===== config.mk =====
export PLATFORM = sky130hd
export DESIGN_NAME = pc_branch_unit
export DESIGN_NICKNAME = d
export VERILOG_FILES = /design/src/rtl/pc_branch_unit.sv
export SDC_FILE = /design/constraint.sdc
export NUM_CORES = 1
export LEC_CHECK = 0
export BUFFER_PORTS_ARGS = -buffer_cell sky130_fd_sc_hd__clkbuf_2
export CAP_MARGIN = 20
export CORE_MARGIN = 8
export CORE_UTILIZATION = 44
export DETAILED_ROUTE_END_ITERATION = 7
export PLACE_DENSITY = 0.88
export SLEW_MARGIN = 25
export SYNTH_ARGS = -nofsm -noshare
export SYNTH_HDL_FRONTEND = slang
export SYNTH_SLANG_ARGS = --single-unit
export TNS_END_PERCENT = 20

===== constraint.sdc =====
create_clock -name vclk -period 2.9
set_clock_uncertainty 0.15 [all_clocks]
set_input_delay 0.435 -clock vclk [all_inputs]
set_output_delay 0.435 -clock vclk [all_outputs]
set_load 0.05 [all_outputs]

===== src/rtl/pc_branch_unit.sv =====
module pc_branch_unit #(
  parameter int ADDR_W   = 12,
  parameter int DATA_W   = 8,
  parameter int TBL_PAGE = 3
) (
  input  logic [ADDR_W-1:0] pc_i,
  input  logic [2:0]        kind_i,
  input  logic [3:0]        cond_i,
  input  logic [DATA_W-1:0] op_i,
  input  logic [DATA_W-1:0] imm_i,
  input  logic [DATA_W-1:0] acc_i,
  input  logic [DATA_W-1:0] reg_i,
  input  logic [DATA_W-1:0] pm_data_i,
  input  logic              carry_i,
  input  logic              f0_i,
  input  logic              f1_i,
  input  logic              t0_i,
  input  logic              t1_i,
  input  logic              tf_i,
  input  logic              bank_i,
  output logic [ADDR_W-1:0] pc_next_o,
  output logic [ADDR_W-1:0] pm_addr_o,
  output logic              pm_rd_o,
  output logic              tf_clr_o,
  output logic              bank_next_o,
  output logic [DATA_W-1:0] reg_next_o
);

  localparam int PAGE_W = ADDR_W - DATA_W;
  localparam int BANK_W = ADDR_W - 1;
  localparam int HI_W   = BANK_W - DATA_W;
  localparam int BIT_W  = $clog2(DATA_W);

  localparam logic [2:0] K_SEQ   = 3'd0;
  localparam logic [2:0] K_LONG  = 3'd1;
  localparam logic [2:0] K_COND  = 3'd2;
  localparam logic [2:0] K_DJNZ  = 3'd3;
  localparam logic [2:0] K_IDX   = 3'd4;
  localparam logic [2:0] K_TABLE = 3'd5;
  localparam logic [2:0] K_BANK  = 3'd6;

  logic [BANK_W-1:0] ofs_inc;
  logic [ADDR_W-1:0] pc_inc;
  logic [PAGE_W-1:0] page;
  logic [DATA_W-1:0] reg_dec;
  logic              cond_ok;

  assign ofs_inc = pc_i[BANK_W-1:0] + BANK_W'(1);
  assign pc_inc  = {pc_i[ADDR_W-1], ofs_inc};
  assign page    = pc_inc[ADDR_W-1:DATA_W];
  assign reg_dec = reg_i - DATA_W'(1);

  always_comb begin
    case (cond_i)
      4'd0:    cond_ok = carry_i;
      4'd1:    cond_ok = !carry_i;
      4'd2:    cond_ok = (acc_i == '0);
      4'd3:    cond_ok = (acc_i != '0);
      4'd4:    cond_ok = f0_i;
      4'd5:    cond_ok = f1_i;
      4'd6:    cond_ok = t0_i;
      4'd7:    cond_ok = !t0_i;
      4'd8:    cond_ok = t1_i;
      4'd9:    cond_ok = !t1_i;
      4'd10:   cond_ok = acc_i[op_i[DATA_W-1 -: BIT_W]];
      4'd11:   cond_ok = tf_i;
      default: cond_ok = 1'b0;
    endcase
  end

  always_comb begin
    pc_next_o = pc_inc;
    pm_addr_o = pc_inc;
    pm_rd_o   = 1'b0;
    case (kind_i)
      K_LONG: pc_next_o = {bank_i, op_i[DATA_W-1 -: HI_W], imm_i};
      K_COND: if (cond_ok) pc_next_o = {page, imm_i};
      K_DJNZ: if (reg_dec != '0) pc_next_o = {page, imm_i};
      K_IDX: begin
        pm_rd_o   = 1'b1;
        pm_addr_o = {page, acc_i};
        pc_next_o = {page, pm_data_i};
      end
      K_TABLE: begin
        pm_rd_o   = 1'b1;
        pm_addr_o = {PAGE_W'(TBL_PAGE), acc_i};
      end
      default: ;
    endcase
  end

  assign tf_clr_o    = (kind_i == K_COND) && (cond_i == 4'd11);
  assign bank_next_o = (kind_i == K_BANK) ? op_i[4] : bank_i;
  assign reg_next_o  = (kind_i == K_DJNZ) ? reg_dec : reg_i;

  always_comb begin
    if (kind_i == K_SEQ || kind_i == K_BANK)
      p_seq_bank_kept_r1: assert (pc_next_o[ADDR_W-1] == pc_i[ADDR_W-1])
        else $error("sequential flow changed the bank bit");
    if (kind_i == K_LONG)
      p_long_bank_r2: assert (pc_next_o[ADDR_W-1] == bank_i && pc_next_o[DATA_W-1:0] == imm_i)
        else $error("long target malformed");
    if (kind_i == K_COND)
      p_cond_in_page_r3: assert (pc_next_o == pc_inc || pc_next_o[ADDR_W-1:DATA_W] == pc_inc[ADDR_W-1:DATA_W])
        else $error("conditional branch left its page");
    if (tf_clr_o)
      p_tf_clear_only_test_r6: assert (kind_i == K_COND && !pm_rd_o)
        else $error("timer clear outside its test");
    if (kind_i == K_DJNZ && reg_i == DATA_W'(1))
      p_djnz_falls_through_r7: assert (pc_next_o == pc_inc && reg_next_o == '0)
        else $error("loop branch taken on zero");
    if (pm_rd_o)
      p_lookup_index_r8: assert (pm_addr_o[DATA_W-1:0] == acc_i && (kind_i == K_IDX || kind_i == K_TABLE))
        else $error("lookup address not indexed by accumulator");
    if (kind_i != K_BANK)
      p_bank_hold_r10: assert (bank_next_o == bank_i)
        else $error("bank flag moved without select");
  end

endmodule


==> results of run 1 <==
layout make-up:
cell class	instances	area [µm²]
multi-input combinational	182	1500
fill	177	488
tap	44	55.1
timing repair buffer	141	922
inverter	17	63.8
per-layer routing:
metal | vias up | global-route usage
met2 | 194 | 0.492
met3 | 63 | 0.0689
met4 | 0 | 0.182
li1 | 1047 | -
met1 | 1087 | 0.279
met5 | - | 0
through the flow:
stage	util	cell area, µm²	cells
after floorplan	-	1500	206
after global placement	0.768	2320	380
after detailed placement	0.768	2320	380
after CTS	0.819	2480	383
after global routing	0.839	2540	384
final	0.839	2540	384
cells in the final DEF (no fill, tap or decap), types with 7 or more instances in the layout:
master and instances:
a21oi_1 19, buf_4 41, clkbuf_2 89, inv_1 15
nand2_1 12, nand3_1 7, nor2_1 20, nor3_1 7
o21ai_2 7, or3_2 7, xnor2_1 11
critical path: cells and delay by family:
kind | cells | cell delay, ns
buffers and inverters | 6 | 0.78
AOI/OAI and AO/OA | 5 | 0.72
and+or+nand+nor | 2 | 0.53
adders and majority gates | 1 | 0.18
final timing paths:
| kind | end | slack [ns] | cells after the start |
|---|---|---|---|
| max | pc_next_o[4] | -0.35 | 14 |
| min | pm_addr_o[11] | 1.17 | 3 |
power breakdown:
group          leakage (nW)  total, mW  internal (mW)  switching, mW
Combinational          1.21      0.622          0.238          0.383
Sequential                0          0              0              0
Clock                     0          0              0              0
repair_timing:
action                                  CTS  global route
buffers inserted                          2             1
endpoints found under the setup margin    8             8
pin swaps                                10            10
gates resized for setup                  27            11
endpoints found under the hold margin     0             0
cloned                                    1             0
hold buffers                              0             0
cells by family after synthesis:
group	after synthesis
buf+inv	25
xor+xnor	16
simple gates	82
compound gates	67
fa+ha+maj	3
mux	13
==> load_flow_metrics.sql, run 1 <==
INSERT INTO impl_metrics (metric_group, metric, value, unit) VALUES
('floorplanning', 'vertical_die_dimension', '72.4', 'µm'),
('sta', 'grt_setup_unrepaired', 'yes', ''),
('route', 'route.final.wire_length', '8010', 'µm'),
('min_path', 'hold_path_class', 'primary input to output port', ''),
('placed_design', 'io_buffer_count', '97', ''),
('logic_synthesis', 'synth_fa_ha_area_frac', '0.0268', ''),
('sta', 'post-route-period-util', '1.12', ''),
('global_route', 'antenna_found_initial', '0', ''),
('run_status', 'violations_in_the_final_reports', 'setup timing', ''),
('logic_synthesis', 'synthDistinctLibCells', '48', ''),
('logic_synthesis', 'synth_warnings', '0', ''),
('finish', 'sequential_cell_area', '0', 'µm²'),
('logic_synthesis', 'synth_simple_gate_area_share', '0.319', ''),
('finish', 'nFlopsAndLatches', '0', ''),
('critical_path', 'critPathMaxStageDelay', '0.38', 'ns'),
('finish', 'final_nets', '411', ''),
('route', 'drt_iter0_drc', '192', ''),
('floorplanning', 'ios', '101', ''),
('logic_synthesis', 'synth_seq_area_share', '0', ''),
('sta', 'pins_over_their_slew_limit', '0', ''),
('sta', 'final_setup_vio_count', '8', ''),
('finish', 'final_layout_size_suffix_gt1_frac', '0.565', ''),
('logic_synthesis', 'synth_compound_area_frac', '0.325', ''),
('route', 'via_count', '2391', ''),
('job', 'maxCapViolations', '0', ''),
('global_route', 'grt_start_max_net_pins', '17', ''),
('critical_path', 'crit_path_start', 'reg_i[1]', ''),
('logic_synthesis', 'postSynthNetCount', '275', ''),
('pwr', 'power.density_cell_area', '245', 'nW/µm²'),
('sta', 'hold_violations', '0', ''),
('floorplanning', 'dieArea', '5240', 'µm²'),
('sta', 'fin_crit', '3.25', 'ns'),
('global_route', 'gr-total-overflow', '0', ''),
('route', 'met2WireLength', '3900', 'µm'),
('logic_synthesis', 'netlist_top_cells_area', 'a21oi_1 (11%), xnor2_1 (6.9%), mux2_2 (5.6%), nor2_1 (5.4%), inv_1 (4.6%)', ''),
('route', 'm1WireLength', '2760', 'µm'),
('floorplanning', 'initial_utilization', '0.462', ''),
('placed_design', 'gpl.final_weighted_congestion', '0.896', ''),
('sta', 'layout_setup_ws', '-0.348', 'ns'),
('logic_synthesis', 'synthesis.area_per_instance', '6.79', 'µm²'),
('global_route', 'first_pass_grt_wire_length', '11900', 'µm'),
('logic_synthesis', 'synth.cell_area', '1400', 'µm²'),
('route', 'route.top_layer_used', 'met4', ''),
('logic_synthesis', 'post_synth_xor_area_fraction', '0.100', ''),
('route', 'wl_met3', '803', 'µm'),
('logic_synthesis', 'library_cell_with_the_largest_summed_area_after_synthesis', 'a21oi_1', ''),
('critical_path', 'startpoint_type', 'primary input', ''),
('sta', 'relSlewSlack', '0.629', ''),
('global_route', 'first_global_vias', '2475', ''),
('logic_synthesis', 'synthMostInstantiatedCell', 'a21oi_1', ''),
('route', 'drcViolationCount', '0', ''),
('critical_path', 'arrival', '2.66', 'ns'),
('critical_path', 'worst_path_max_delay_cell', 'nor3_1', ''),
('critical_path', 'cp_cell_sequence', 'clkbuf_2 > inv_2 > ha_4 > buf_6 > buf_4 > nand3b_1 > o41ai_4 > buf_4 > o211ai_4 > nor3_1 > a311o_1 > o21ai_2 > a21oi_4 > clkbuf_8', ''),
('min_path', 'worst_hold_startpoint', 'pc_i[11]', ''),
('sta', 'final.hold.worst_slack', '1.17', 'ns'),
('finish', 'n_clock_buffer', '0', ''),
('logic_synthesis', 'post_synth_mux_area_share', '0.123', ''),
('route', 'vias_per_cell', '6.23', ''),
('critical_path', 'setup.worst_path.class', 'primary input to output port', ''),
('finish', 'n_antenna_cell', '0', ''),
('logic_synthesis', 'synthCells', '206', ''),
('critical_path', 'worst_setup_path_end_kind', 'output port', ''),
('run_status', 'outcome', 'finished, violations left', ''),
('placed_design', 'hpwl', '5130', 'µm'),
('floorplanning', 'rows', '20', ''),
('placed_design', 'place_worst_setup_slack', '-0.238', 'ns'),
('floorplanning', 'coreArea', '3030', 'µm²'),
('pwr', 'peak_vdd_ir', '0.187', 'mV'),
('sta', 'timing.fmax', '308', 'MHz'),
('floorplanning', 'floorplan.die.width', '72.4', 'µm');
Power figures use the tool's default switching activity.
==> run 2, diff against run 1 <==
ABC_AREA = 1   (was not set)
CORE_UTILIZATION = 45   (was 44)
PLACE_DENSITY = 0.87   (was 0.88)
==> load_flow_metrics.sql, run 2 <==
INSERT INTO impl_metrics (metric_group, metric, value, unit) VALUES
('sta', 'timing_worst_slew_pin_value', '0.404', 'ns'),
('sta', 'post-route-period-util', '0.948', ''),
('global_route', 'use_met2', '0.343', ''),
('sta', 'relSlewSlack', '0.730', ''),
('sta', 'hold_violations', '0', ''),
('global_route', 'grt_usage', '0.191', ''),
('critical_path', 'setup.worst_path.class', 'primary input to output port', ''),
('floorplanning', 'vertical_die_dimension', '74.7', 'µm'),
('sta', 'final.hold.worst_slack', '1.12', 'ns'),
('global_route', 'first_global_vias', '2131', ''),
('finish', 'fill_cells', '332', ''),
('sta', 'grt_setup_unrepaired', 'no', ''),
('pwr', 'p_leak', '1.27', 'nW'),
('logic_synthesis', 'postSynthNetCount', '386', ''),
('route', 'dr.pass1.iters', '4', ''),
('logic_synthesis', 'library_cell_with_the_largest_summed_area_after_synthesis', 'nand2_1', ''),
('min_path', 'hold_path_class', 'primary input to output port', ''),
('route', 'route.final.wire_length', '5710', 'µm'),
('logic_synthesis', 'synthCells', '317', ''),
('placed_design', 'gpl.final_weighted_congestion', '0.847', ''),
('pwr', 'comb_power_share', '1.000', ''),
('critical_path', 'crit_path_start', 'reg_i[1]', ''),
('pwr', 'sw_frac_of_total', '0.716', ''),
('placed_design', 'io_buffer_count', '97', ''),
('logic_synthesis', 'synth.cell_area', '1550', 'µm²'),
('critical_path', 'worst_setup_path_end_kind', 'output port', ''),
('sta', 'pins_over_their_slew_limit', '0', ''),
('finish', 'final_core_utilization', '0.651', ''),
('run_status', 'outcome', 'complete, no violations', ''),
('route', 'drt_iter0_drc', '151', ''),
('floorplanning', 'rows', '21', ''),
('job', 'maxCapViolations', '0', ''),
('global_route', 'gr-total-overflow', '0', ''),
('global_route', 'antenna_found_initial', '0', ''),
('finish', 'nFlopsAndLatches', '0', ''),
('logic_synthesis', 'synth_seq_area_share', '0', ''),
('pwr', 'power_frac_seq', '0', ''),
('logic_synthesis', 'synth_warnings', '0', ''),
('logic_synthesis', 'synthDistinctLibCells', '31', ''),
('route', 'route.antenna.remaining_nets', '0', ''),
('critical_path', 'arrival', '2.16', 'ns'),
('logic_synthesis', 'synthMostInstantiatedCell', 'nand2_1', ''),
('pwr', 'peak_vdd_ir', '0.162', 'mV'),
('cts', 'cts_setup_buffers', '0', ''),
('route', 'detail_route.wl_per_cell', '12.3', 'µm'),
('finish', 'final_common_cell', 'nand2_1', ''),
('logic_synthesis', 'yosys-top-cells-count', 'nand2_1 (98), inv_1 (54), nand3_1 (44)', ''),
('finish', 'sequential_cell_area', '0', 'µm²'),
('global_route', 'use_met3', '0.0559', ''),
('pwr', 'total_power', '0.489', 'mW'),
('pwr', 'power.density_cell_area', '227', 'nW/µm²'),
('critical_path', 'worst-path-max-fanout', '8', ''),
('finish', 'flow.area_growth_from_synthesis', '39.1', '%'),
('sta', 'fin_crit', '2.75', 'ns'),
('logic_synthesis', 'synth_top_cell_area_share', '0.237', ''),
('global_route', 'grt_start_max_net_pins', '19', ''),
('finish', 'mostFrequentLayoutCells', 'nand2_1 (98), clkbuf_2 (90), inv_1 (53), nand3_1 (44), nor2_1 (34)', ''),
('critical_path', 'endpoint', 'pc_next_o[4]', ''),
('global_route', 'global_route.peak_usage_layer', 'met2', ''),
('global_route', 'first_pass_grt_wire_length', '8900', 'µm'),
('placed_design', 'hpwl', '4880', 'µm'),
('sta', 'final_setup_vio_count', '0', ''),
('floorplanning', 'coreArea', '3310', 'µm²'),
('pwr', 'p_int', '0.139', 'mW'),
('finish', 'n_antenna_cell', '0', ''),
('finish', 'final_layout_size_suffix_gt1_frac', '0.309', ''),
('route', 'via_count', '2359', ''),
('min_path', 'worst_hold_startpoint', 'pc_i[11]', ''),
('route', 'drcViolationCount', '0', ''),
('floorplanning', 'initial_utilization', '0.468', ''),
('floorplanning', 'floorplan.die.width', '74.7', 'µm'),
('global_route', 'grt_use_met1', '0.225', ''),
('logic_synthesis', 'netlist_top_cells_area', 'nand2_1 (24%), nand3_1 (14%), inv_1 (13%), nor2_1 (8.5%), o21ai_0 (6.5%)', ''),
('floorplanning', 'dieArea', '5580', 'µm²'),
('sta', 'timing.fmax', '364', 'MHz'),
('pwr', 'clock_power_share', '0', ''),
('logic_synthesis', 'synthesis.area_per_instance', '4.89', 'µm²'),
('cts', 'cts_hold_repair.buffers', '0', ''),
('finish', 'final_nets', '489', ''),
('floorplanning', 'ios', '101', ''),
('critical_path', 'startpoint_type', 'primary input', ''),
('finish', 'n_clock_buffer', '0', ''),
('critical_path', 'cp_data_required_time', '2.32', 'ns'),
('pwr', 'netSwitchingPower', '0.350', 'mW'),
('route', 'vias_per_cell', '5.08', '');
## run 2: changes by cell type in the layout (fill, tap and decap cells not counted), moves of 14 or more
cell     delta
nand3_1    +37
buf_4      -33
nand2_1    +86
nor2_1     +14
inv_1      +38
o21ai_0    +18
## run 2: stage by stage
step / worst slack, ns / cell area, µm² / instances / TNS [ns]
after floorplan: -0.0601 / 1550 / 317 / -0.416
after global placement: 0.0938 / 2130 / 464 / 0
after detailed placement: 0.0598 / 2130 / 464 / 0
after CTS: 0.0559 / 2130 / 464 / 0
after global routing: 0.0130 / 2150 / 464 / 0
final: 0.152 / 2150 / 464 / 0
## run 2: what timing repair did
action,CTS,global route
endpoints found under the setup margin,0,8
resized for setup,0,16
hold endpoints to repair,0,0
## run 2: layer usage
metal / vias to the layer above / wire length, µm / share of wire
met2: 103 / 2740 / 0.48
met1: 1027 / 2310 / 0.41
met4: 0 / 21 / 0.0037
li1: 1227 / - / -
met5: - / 0 / 0
met3: 2 / 638 / 0.11
## run 2: critical path, stage by stage
cell      delay, ns
clkbuf_2       0.10
inv_1          0.10
ha_2           0.20
inv_1          0.07
nor2_4         0.12
nand3_1        0.08
nand2_1        0.06
nand2_1        0.09
nor2_4         0.13
nand3_4        0.13
nand2_1        0.10
nand3_1        0.07
nand2_1        0.06
inv_1          0.03
a21oi_1        0.11
buf_2          0.28
## run 2: worst min path at each step
| stage | endpoint | slack [ns] | cells after the start |
|---|---|---|---|
| floorplan | pm_addr_o[11] | 0.95 | 2 |
| global placement | pm_addr_o[11] | 1.11 | 4 |
| detailed placement | pm_addr_o[11] | 1.12 | 4 |
| CTS | pm_addr_o[11] | 1.12 | 4 |
| global route | pc_next_o[11] | 1.15 | 4 |
| finish | pm_addr_o[11] | 1.12 | 4 |
## run 2: cell type report
| cell class | instances | area, µm² | share of cell area |
|---|---|---|---|
| Tap cell | 46 | 57.6 | 0.0267 |
| Inverter | 57 | 214 | 0.0993 |
| Multi-Input combinational cell | 257 | 1340 | 0.620 |
| Timing Repair Buffer | 104 | 548 | 0.254 |
## run 2: logic make-up (layout without fill, tap and decap cells)
| family | count (synthesis) | in the layout | synth area share |
|---|---|---|---|
| xor gates and xnor gates | 8 | 8 | 0.0452 |
| AOI/OAI and AO/OA | 40 | 40 | 0.144 |
| adders and majority gates | 3 | 3 | 0.0242 |
| buffers and inverters | 60 | 161 | 0.147 |
| and+or+nand+nor | 205 | 205 | 0.632 |
| muxes | 1 | 1 | 0.00727 |
## run 2: power by group through the flow
| stage | sequential (mW) | clock (mW) | combinational (mW) |
|---|---|---|---|
| detailed placement | 0 | 0 | 0.481 |
| CTS | 0 | 0 | 0.483 |
| finish | 0 | 0 | 0.489 |
| global route | 0 | 0 | 0.527 |
| floorplan | 0 | 0 | 0.338 |
| global placement | 0 | 0 | 0.475 |
==> run 3, diff against run 2 <==
ABC_AREA = not set   (was 1)
CORE_UTILIZATION = 44   (was 45)
MAX_ROUTING_LAYER = met4   (was not set)
PLACE_DENSITY = 0.88   (was 0.87)
RECOVER_POWER = 50   (was not set)
==> load_flow_metrics.sql, run 3 (synthesized netlist as in run 1, its figures left out) <==
INSERT INTO impl_metrics (metric_group, metric, value, unit) VALUES
('global_route', 'first_pass_grt_wire_length', '10300', 'µm'),
('floorplanning', 'dieArea', '5240', 'µm²'),
('sta', 'pins_over_their_slew_limit', '0', ''),
('critical_path', 'worst_setup_path_end_kind', 'output port', ''),
('floorplanning', 'vertical_die_dimension', '72.4', 'µm'),
('route', 'drt_iter0_drc', '232', ''),
('finish', 'n_clock_buffer', '0', ''),
('finish', 'flow.area_growth_from_synthesis', '78.5', '%'),
('critical_path', 'cp_data_required_time', '2.32', 'ns'),
('sta', 'relSlewSlack', '0.579', ''),
('pwr', 'power.density_cell_area', '244', 'nW/µm²'),
('finish', 'n_antenna_cell', '0', ''),
('sta', 'layout_setup_ws', '-0.294', 'ns'),
('route', 'detail_route.wl_per_cell', '20.0', 'µm'),
('critical_path', 'worst-path-max-fanout', '7', ''),
('route', 'dr.pass1.iters', '4', ''),
('finish', 'sequential_cell_area', '0', 'µm²'),
('finish', 'final_layout_size_suffix_gt1_frac', '0.519', ''),
('route', 'via_count', '2375', ''),
('run_status', 'outcome', 'finished, violations left', ''),
('sta', 'timing_worst_slew_pin_value', '0.634', 'ns'),
('placed_design', 'place_worst_setup_slack', '-0.278', 'ns'),
('sta', 'timing.fmax', '313', 'MHz'),
('route', 'route.antenna.remaining_nets', '0', ''),
('finish', 'mostFrequentLayoutCells', 'clkbuf_2 (74), buf_4 (41), nor2_1 (20), a21oi_1 (19), inv_1 (15)', ''),
('route', 'route.final.wire_length', '7660', 'µm'),
('min_path', 'hold_path_class', 'primary input to output port', ''),
('placed_design', 'io_buffer_count', '97', ''),
('global_route', 'gr-total-overflow', '0', ''),
('finish', 'finish.instance_area', '2500', 'µm²'),
('sta', 'fin_crit', '3.19', 'ns'),
('floorplanning', 'ios', '101', ''),
('floorplanning', 'rows', '20', ''),
('sta', 'post-route-period-util', '1.10', ''),
('finish', 'nFlopsAndLatches', '0', ''),
('job', 'maxCapViolations', '0', ''),
('finish', 'fill_cells', '192', ''),
('placed_design', 'place_area', '2320', 'µm²'),
('finish', 'final_nets', '410', ''),
('global_route', 'grt_start_max_net_pins', '17', ''),
('global_route', 'antenna_found_initial', '0', ''),
('floorplanning', 'floorplan.die.width', '72.4', 'µm'),
('critical_path', 'setup.worst_path.class', 'primary input to output port', ''),
('global_route', 'grt_usage', '0.239', ''),
('pwr', 'p_leak', '1.16', 'nW'),
('floorplanning', 'initial_utilization', '0.462', ''),
('placed_design', 'hpwl', '5160', 'µm'),
('finish', 'final_common_cell', 'clkbuf_2', ''),
('critical_path', 'startpoint_type', 'primary input', ''),
('global_route', 'first_global_vias', '2185', ''),
('floorplanning', 'coreArea', '3030', 'µm²'),
('critical_path', 'arrival', '2.61', 'ns'),
('sta', 'hold_violations', '0', ''),
('sta', 'final.hold.worst_slack', '1.17', 'ns'),
('route', 'drcViolationCount', '0', ''),
('sta', 'grt_setup_unrepaired', 'yes', ''),
('sta', 'final_setup_vio_count', '8', ''),
('pwr', 'peak_vdd_ir', '0.178', 'mV'),
('placed_design', 'gpl.final_weighted_congestion', '0.912', ''),
('run_status', 'violations_in_the_final_reports', 'setup timing', ''),
('min_path', 'min_path_cells', '4', ''),
('route', 'vias_per_cell', '6.20', '');
[run 3: repair_timing]
item	in CTS	in global routing
gates resized for setup	18	17
setup endpoints to repair	8	8
pin swaps	1	7
setup buffers	0	2
cloned	0	1
hold buffers	0	0
[run 3: worst max-delay path: stages]
cell	delay (ns)
buf_6	0.10
buf_4	0.15
o21a_1	0.21
o41ai_4	0.46
o211ai_2	0.24
buf_4	0.21
a311o_1	0.35
o21ai_1	0.18
a21oi_2	0.09
clkbuf_8	0.18
[run 3: worst paths after layout]
| check | from | to | slack [ns] |
|---|---|---|---|
| max | reg_i[0] | pc_next_o[3] | -0.29 |
| min | pc_i[0] | pc_next_o[0] | 1.17 |
[run 3: per-layer routing]
metal	track usage	vias to the layer above	share of wire
met1	0.263	1059	0.35
li1	-	1044	-
met5	-	-	0
met2	0.436	211	0.47
met3	0.0289	61	0.10
met4	0.0711	0	0.075
[run 3: metrics by stage]
step,instances,util,setup TNS [ns],power (mW)
floorplan,206,-,-0.0393,0.342
global placement,380,0.768,-1.35,0.532
detailed placement,380,0.768,-1.63,0.545
CTS,380,0.794,-0.960,0.570
global route,383,0.825,-2.20,0.632
finish,383,0.825,-1.91,0.608
[run 3: area by class of cell]
class	count	area, µm²	share of cell area
inverter	17	66.3	0.0266
multi-input combinational	182	1470	0.588
tap	44	55.1	0.0220
timing repair buffer	140	907	0.363
[run 3: power by group]
group	internal (mW)	switching (mW)	leakage, nW
Clock	0	0	0
Sequential	0	0	0
Combinational	0.231	0.377	1.16
